## config.mk

```make
export PLATFORM = sky130hd
export DESIGN_NAME = pipe_state_demux
export DESIGN_NICKNAME = d
export VERILOG_FILES = /design/src/rtl/pipe_demux_pkg.sv /design/src/rtl/pin_conditioner.sv /design/src/rtl/phase1_holder.sv /design/src/rtl/cycle_assembler.sv /design/src/rtl/pipe_state_demux.sv
export SDC_FILE = /design/constraint.sdc
export NUM_CORES = 1
export LEC_CHECK = 0
export BUFFER_PORTS_ARGS = -buffer_cell sky130_fd_sc_hd__buf_2
export CORE_AREA = 2 2 39 41
export CTS_CLUSTER_DIAMETER = 30
export DETAILED_ROUTE_END_ITERATION = 10
export DIE_AREA = 0 0 41 43
export PLACE_DENSITY_LB_ADDON = 0.3
export SKIP_CTS_REPAIR_TIMING = 1
export SLEW_MARGIN = 5
export SYNTH_ARGS = -nofsm -noshare
export SYNTH_HDL_FRONTEND = slang
export SYNTH_SLANG_ARGS = --single-unit
```

## constraint.sdc

```tcl
create_clock -name clk_i -period 1 [get_ports clk_i]
set_clock_uncertainty 0.1 [all_clocks]
set_input_delay 0.05 -clock clk_i [delete_from_list [all_inputs] [get_ports clk_i]]
set_output_delay 0.05 -clock clk_i [all_outputs]
set_load 0.02 [all_outputs]
```

## src/rtl/pipe_demux_pkg.sv

```systemverilog
package pipe_demux_pkg;

  localparam int unsigned PIN_W = 2;

  typedef struct packed {
    logic start;
    logic fetch;
  } p1_flags_t;

  typedef struct packed {
    logic invalid;
    logic advance;
    logic exception;
  } p2_flags_t;

  // act[1] / act[0]: pin 1 / pin 0 asserted (active-high view)
  function automatic p1_flags_t decode_phase1(input logic [PIN_W-1:0] act);
    p1_flags_t f;
    f.start = act[0];
    f.fetch = act[1];
    return f;
  endfunction

  function automatic p2_flags_t decode_phase2(input logic [PIN_W-1:0] act);
    p2_flags_t f;
    f = '0;
    unique case (act)
      2'b11:   f.invalid   = 1'b1;
      2'b10:   f.advance   = 1'b1;
      2'b01:   f.exception = 1'b1;
      default: f = '0;
    endcase
    return f;
  endfunction

endpackage

```

## src/rtl/pin_conditioner.sv

```systemverilog
module pin_conditioner #(
  parameter int unsigned NUM_PINS   = 2,
  parameter bit          ACTIVE_LOW = 1'b1
) (
  input  logic [NUM_PINS-1:0] pins_i,
  output logic [NUM_PINS-1:0] asserted_o
);

  for (genvar g = 0; g < NUM_PINS; g++) begin : g_pin
    if (ACTIVE_LOW) begin : g_inv
      assign asserted_o[g] = ~pins_i[g];
    end else begin : g_pass
      assign asserted_o[g] = pins_i[g];
    end
  end

endmodule

```

## src/rtl/phase1_holder.sv

```systemverilog
module phase1_holder
  import pipe_demux_pkg::*;
(
  input  logic      clk_i,
  input  logic      rst_ni,
  input  logic      flush_i,
  input  logic      load_i,
  input  logic      consume_i,
  input  p1_flags_t dec_i,
  output logic      pending_o,
  output p1_flags_t held_o
);

  always_ff @(posedge clk_i or negedge rst_ni) begin
    if (!rst_ni) begin
      pending_o <= 1'b0;
      held_o    <= '0;
    end else if (flush_i) begin
      pending_o <= 1'b0;
      held_o    <= '0;
    end else if (load_i) begin
      pending_o <= 1'b1;
      held_o    <= dec_i;
    end else if (consume_i) begin
      pending_o <= 1'b0;
    end
  end

endmodule

```

## src/rtl/cycle_assembler.sv

```systemverilog
module cycle_assembler
  import pipe_demux_pkg::*;
(
  input  logic      clk_i,
  input  logic      rst_ni,
  input  logic      flush_i,
  input  logic      pair_done_i,
  input  logic      overrun_i,
  input  p1_flags_t p1_i,
  input  p2_flags_t p2_i,
  output p1_flags_t p1_o,
  output p2_flags_t p2_o,
  output logic      valid_o,
  output logic      err_o
);

  always_ff @(posedge clk_i or negedge rst_ni) begin
    if (!rst_ni) begin
      p1_o    <= '0;
      p2_o    <= '0;
      valid_o <= 1'b0;
      err_o   <= 1'b0;
    end else if (flush_i) begin
      p1_o    <= '0;
      p2_o    <= '0;
      valid_o <= 1'b0;
      err_o   <= 1'b0;
    end else begin
      valid_o <= pair_done_i;
      err_o   <= overrun_i;
      if (pair_done_i) begin
        p1_o <= p1_i;
        p2_o <= p2_i;
      end
    end
  end

endmodule

```

## src/rtl/pipe_state_demux.sv

```systemverilog
module pipe_state_demux
  import pipe_demux_pkg::*;
#(
  parameter bit ACTIVE_LOW   = 1'b1,
  parameter bit PHASE2_LEVEL = 1'b1
) (
  input  logic             clk_i,
  input  logic             rst_ni,
  input  logic             phase_i,
  input  logic [PIN_W-1:0] stat_n_i,
  input  logic             freeze_i,
  output logic             start_o,
  output logic             fetch_o,
  output logic             invalid_o,
  output logic             advance_o,
  output logic             exception_o,
  output logic             frame_valid_o,
  output logic             seq_err_o
);

  logic [PIN_W-1:0] act_w;
  p1_flags_t        p1_dec_w, p1_held_w, p1_q;
  p2_flags_t        p2_dec_w, p2_q;

  // named internal events, observed by the checker
  logic p1_sample_w, p2_sample_w, pend_w, pair_done_w, overrun_w;

  pin_conditioner #(.NUM_PINS(PIN_W), .ACTIVE_LOW(ACTIVE_LOW)) cond_i (
    .pins_i     (stat_n_i),
    .asserted_o (act_w)
  );

  assign p1_dec_w    = decode_phase1(act_w);
  assign p2_dec_w    = decode_phase2(act_w);
  assign p2_sample_w = !freeze_i && (phase_i == PHASE2_LEVEL);
  assign p1_sample_w = !freeze_i && (phase_i != PHASE2_LEVEL);
  assign pair_done_w = p2_sample_w && pend_w;
  assign overrun_w   = p1_sample_w && pend_w;

  phase1_holder hold_i (
    .clk_i     (clk_i),
    .rst_ni    (rst_ni),
    .flush_i   (freeze_i),
    .load_i    (p1_sample_w),
    .consume_i (pair_done_w),
    .dec_i     (p1_dec_w),
    .pending_o (pend_w),
    .held_o    (p1_held_w)
  );

  cycle_assembler asm_i (
    .clk_i       (clk_i),
    .rst_ni      (rst_ni),
    .flush_i     (freeze_i),
    .pair_done_i (pair_done_w),
    .overrun_i   (overrun_w),
    .p1_i        (p1_held_w),
    .p2_i        (p2_dec_w),
    .p1_o        (p1_q),
    .p2_o        (p2_q),
    .valid_o     (frame_valid_o),
    .err_o       (seq_err_o)
  );

  assign start_o     = p1_q.start;
  assign fetch_o     = p1_q.fetch;
  assign invalid_o   = p2_q.invalid;
  assign advance_o   = p2_q.advance;
  assign exception_o = p2_q.exception;

endmodule

```

==> metrics.txt <==
Place WS=-0.04673 ns; drt total wl=between 800 and 900 µm; clock slew at the register clock pins of the worst setup and hold paths=about 0.060 ns; first-pass GRT wire length=around 1200 µm; Core Region=1384 µm²; placed cell areas=499.2 µm²; commonest non-fill, non-tap cell in the layout=buf_2; Max Fclk=around 1.0 GHz; Routability Congestion=~0.67; drt wl/cell=roughly 12 µm; FP Rows=14; clock sinks=10; antenna violations before repair=0; GR Layer Usage met1=roughly 14%; TritonCTS clock tree=done; area taken by multi-input logic gates=172.7 µm²; commonest non-fill, non-tap cells in the layout=12 x buf_2, 9 x dfrtp_1, 5 x a21oi_1; clock insertion delay at the later pin of the skew report=0.26 ns; Final Slew Violations=0; Initial Utilization=roughly a third; crit start category=flop; Synth cell types=16; Hold Crit Class=in -> reg; Worst EP required=between 1 and 1.5 ns; outcome=complete, no violations; critical path launch point=hold_i.pending_o; CP Class=reg -> reg; max-cap violations=0; ratio of cells with drive above 1 in the final layout=around 45%; Worst path top cell family by delay=flip-flops; minimum clock period=a little under 1 ns; area leader, netlist=dfrtp_1; 1st-iter DRT viols=3; largest net degree at the start of global routing=18; slew margin rel.=82.73%; peak per-stage delay on the critical path=roughly 0.43 ns; GRT Total Usage=a little over a tenth; R2R setup slack=around 0.016 ns; RSZ-0062 raised after global routing=true; area of the mapped netlist=461.7 µm²; gr busiest metal=met1; HPWL Detailed=around 530 µm; cell count of the worst reg-to-reg path=3; drt pass-1 iters=2; #FFs+latches synth=10; Port Buffers=12; GR Util met3=under 10%; WP data arrival=between 1 and 1.5 ns; WP buf/inv=1; final setup violating endpoints=0; CP max FO=7; diodes inserted=0; # H-tree levels=1; global route overflow=0; fin area=568.0 µm²; fill cell count=138; endpoint type of the worst setup path=flop; Reg2Reg Launch Point=hold_i.pending_o; IR drop worst, VDD=about 0.74 mV; die outline height=around 43 µm; Levels on crit path=3; top cell type's share of synthesized area=a little over half; worst-path cell chain=buf_6 > nand4b_1 > a21oi_2; Bufs on Longest Clock Path=2; GRT met2 Usage=about an eighth; Worst Tran Pin Value=0.2590 ns; Cell Pwr Density=between 1000 and 1500 nW/µm²; routed vias=320; Syn Inst Count=38; clock root buffer=clkbuf_4; vias in the first global route=275; final worst path period share=between 90% and 100%; Area Growth Syn to Fin=23.04%; die area=~1800 µm²; Mapped Avg Cell Area=12.15 µm²; Critical Path End=asm_i.p2_o[1]; FF+latch area=between 200 and 300 µm²; Leak=0.2724 nW; worst r2r dst=asm_i.p2_o[1]; Nets=61; Die W=a little over 40 µm; Yosys warning count=0; CP max stage cell=dfrtp_2; Setup WS post-layout=between 0.015 and 0.02 ns; post-synthesis sequential area ratio=a little over half; DRC viols=0; Overall Power=around 0.77 mW; dominant cells by area after synthesis=dfrtp_1 54%, a21bo_2 8.7%, a21oi_1 6.5%, buf_6 4.9%, nand4b_1 3.8%; DRT antenna net count=0; Ports=13; post-synthesis net count=44; Num CTS Buffers=3; Fin. Hold Viols=0; via/cell ratio=between 4 and 5
[how the worst min path moves through the flow]
| stage | cells after the start | endpoint | start | slack (ns) |
|---|---|---|---|---|
| after floorplan | 0 | asm_i.err_o | rst_ni | -0.35 |
| after CTS | 1 | asm_i.p2_o[1] | rst_ni | -0.46 |
| final | 3 | hold_i.held_o[0] | stat_n_i[1] | 0.001 |
| after global routing | 3 | asm_i.p2_o[0] | stat_n_i[0] | -0.005 |
| after detailed placement | 1 | asm_i.err_o | rst_ni | -0.18 |
| after global placement | 1 | asm_i.err_o | rst_ni | -0.18 |
[cell families (layout without fill, tap and decap cells)]
family | count (synthesis) | in the layout | share of synthesized area [%]
simple gates | 12 | 12 | 17.34
buf+inv | 4 | 19 | 9.212
compound gates | 12 | 12 | 19.24
flops | 10 | 10 | 54.20
[final cells by class]
type | count | area share (%)
Timing Repair Buffer | 16 | 17.84
Tap cell | 16 | 3.524
Multi-Input combinational cell | 24 | 30.40
Sequential cell | 10 | 44.27
Clock buffer | 3 | 3.965
[metal layers]
layer / routed length [µm] / vias to the layer above
met5: 0 / -
met4: 0 / 0
met3: 53 / 0
met2: 379 / 7
met1: 371 / 149
li1: - / 164
[sequential cells by signal (all words and copies together) (netlist names)]
| name | count |
|---|---|
| asm_i.err_o | 1 |
| asm_i.p1_o | 2 |
| asm_i.p2_o | 3 |
| hold_i.pending_o | 1 |
| hold_i.held_o | 2 |
| asm_i.valid_o | 1 |
[power breakdown]
| part | switching [mW] | total (mW) | leakage (nW) | internal (mW) |
|---|---|---|---|---|
| Combinational | 0.0459 | 0.0824 | 0.123 | 0.0365 |
| Clock | 0.125 | 0.264 | 0.0138 | 0.138 |
| Sequential | 0.00803 | 0.425 | 0.135 | 0.417 |
| Total | 0.179 | 0.771 | 0.272 | 0.592 |
[cell usage after synthesis]
cell	count
dfrtp_1	10
a21oi_1	6
a21bo_2	4
buf_6	2
nand2_1	2
nand3_1	2
nand4b_1	2
or2_0	2
a21bo_1	1
a21oi_2	1
and3b_2	1
buf_8	1
clkbuf_2	1
nand4bb_1	1
nor2_1	1
nor3b_1	1
[worst register-to-register path, stage by stage, from the launching register on]
cell and delay, ns:
dfrtp_2 0.43, buf_6 0.14, nand4b_1 0.11, a21oi_2 0.14
[per-stage QoR]
stage	hold WS, ns	TNS (ns)	cells	utilization [%]
after global placement	-0.1801	-0.07759	62	36.08
after floorplan	-0.3456	0	38	-
final	0.001476	0	69	41.05
after CTS	-0.4647	-0.2436	65	37.70
after global routing	-0.004663	-0.04531	69	41.05
after detailed placement	-0.1778	-0.1443	62	36.08
Note: power is estimated with default switching activity, not from simulation.
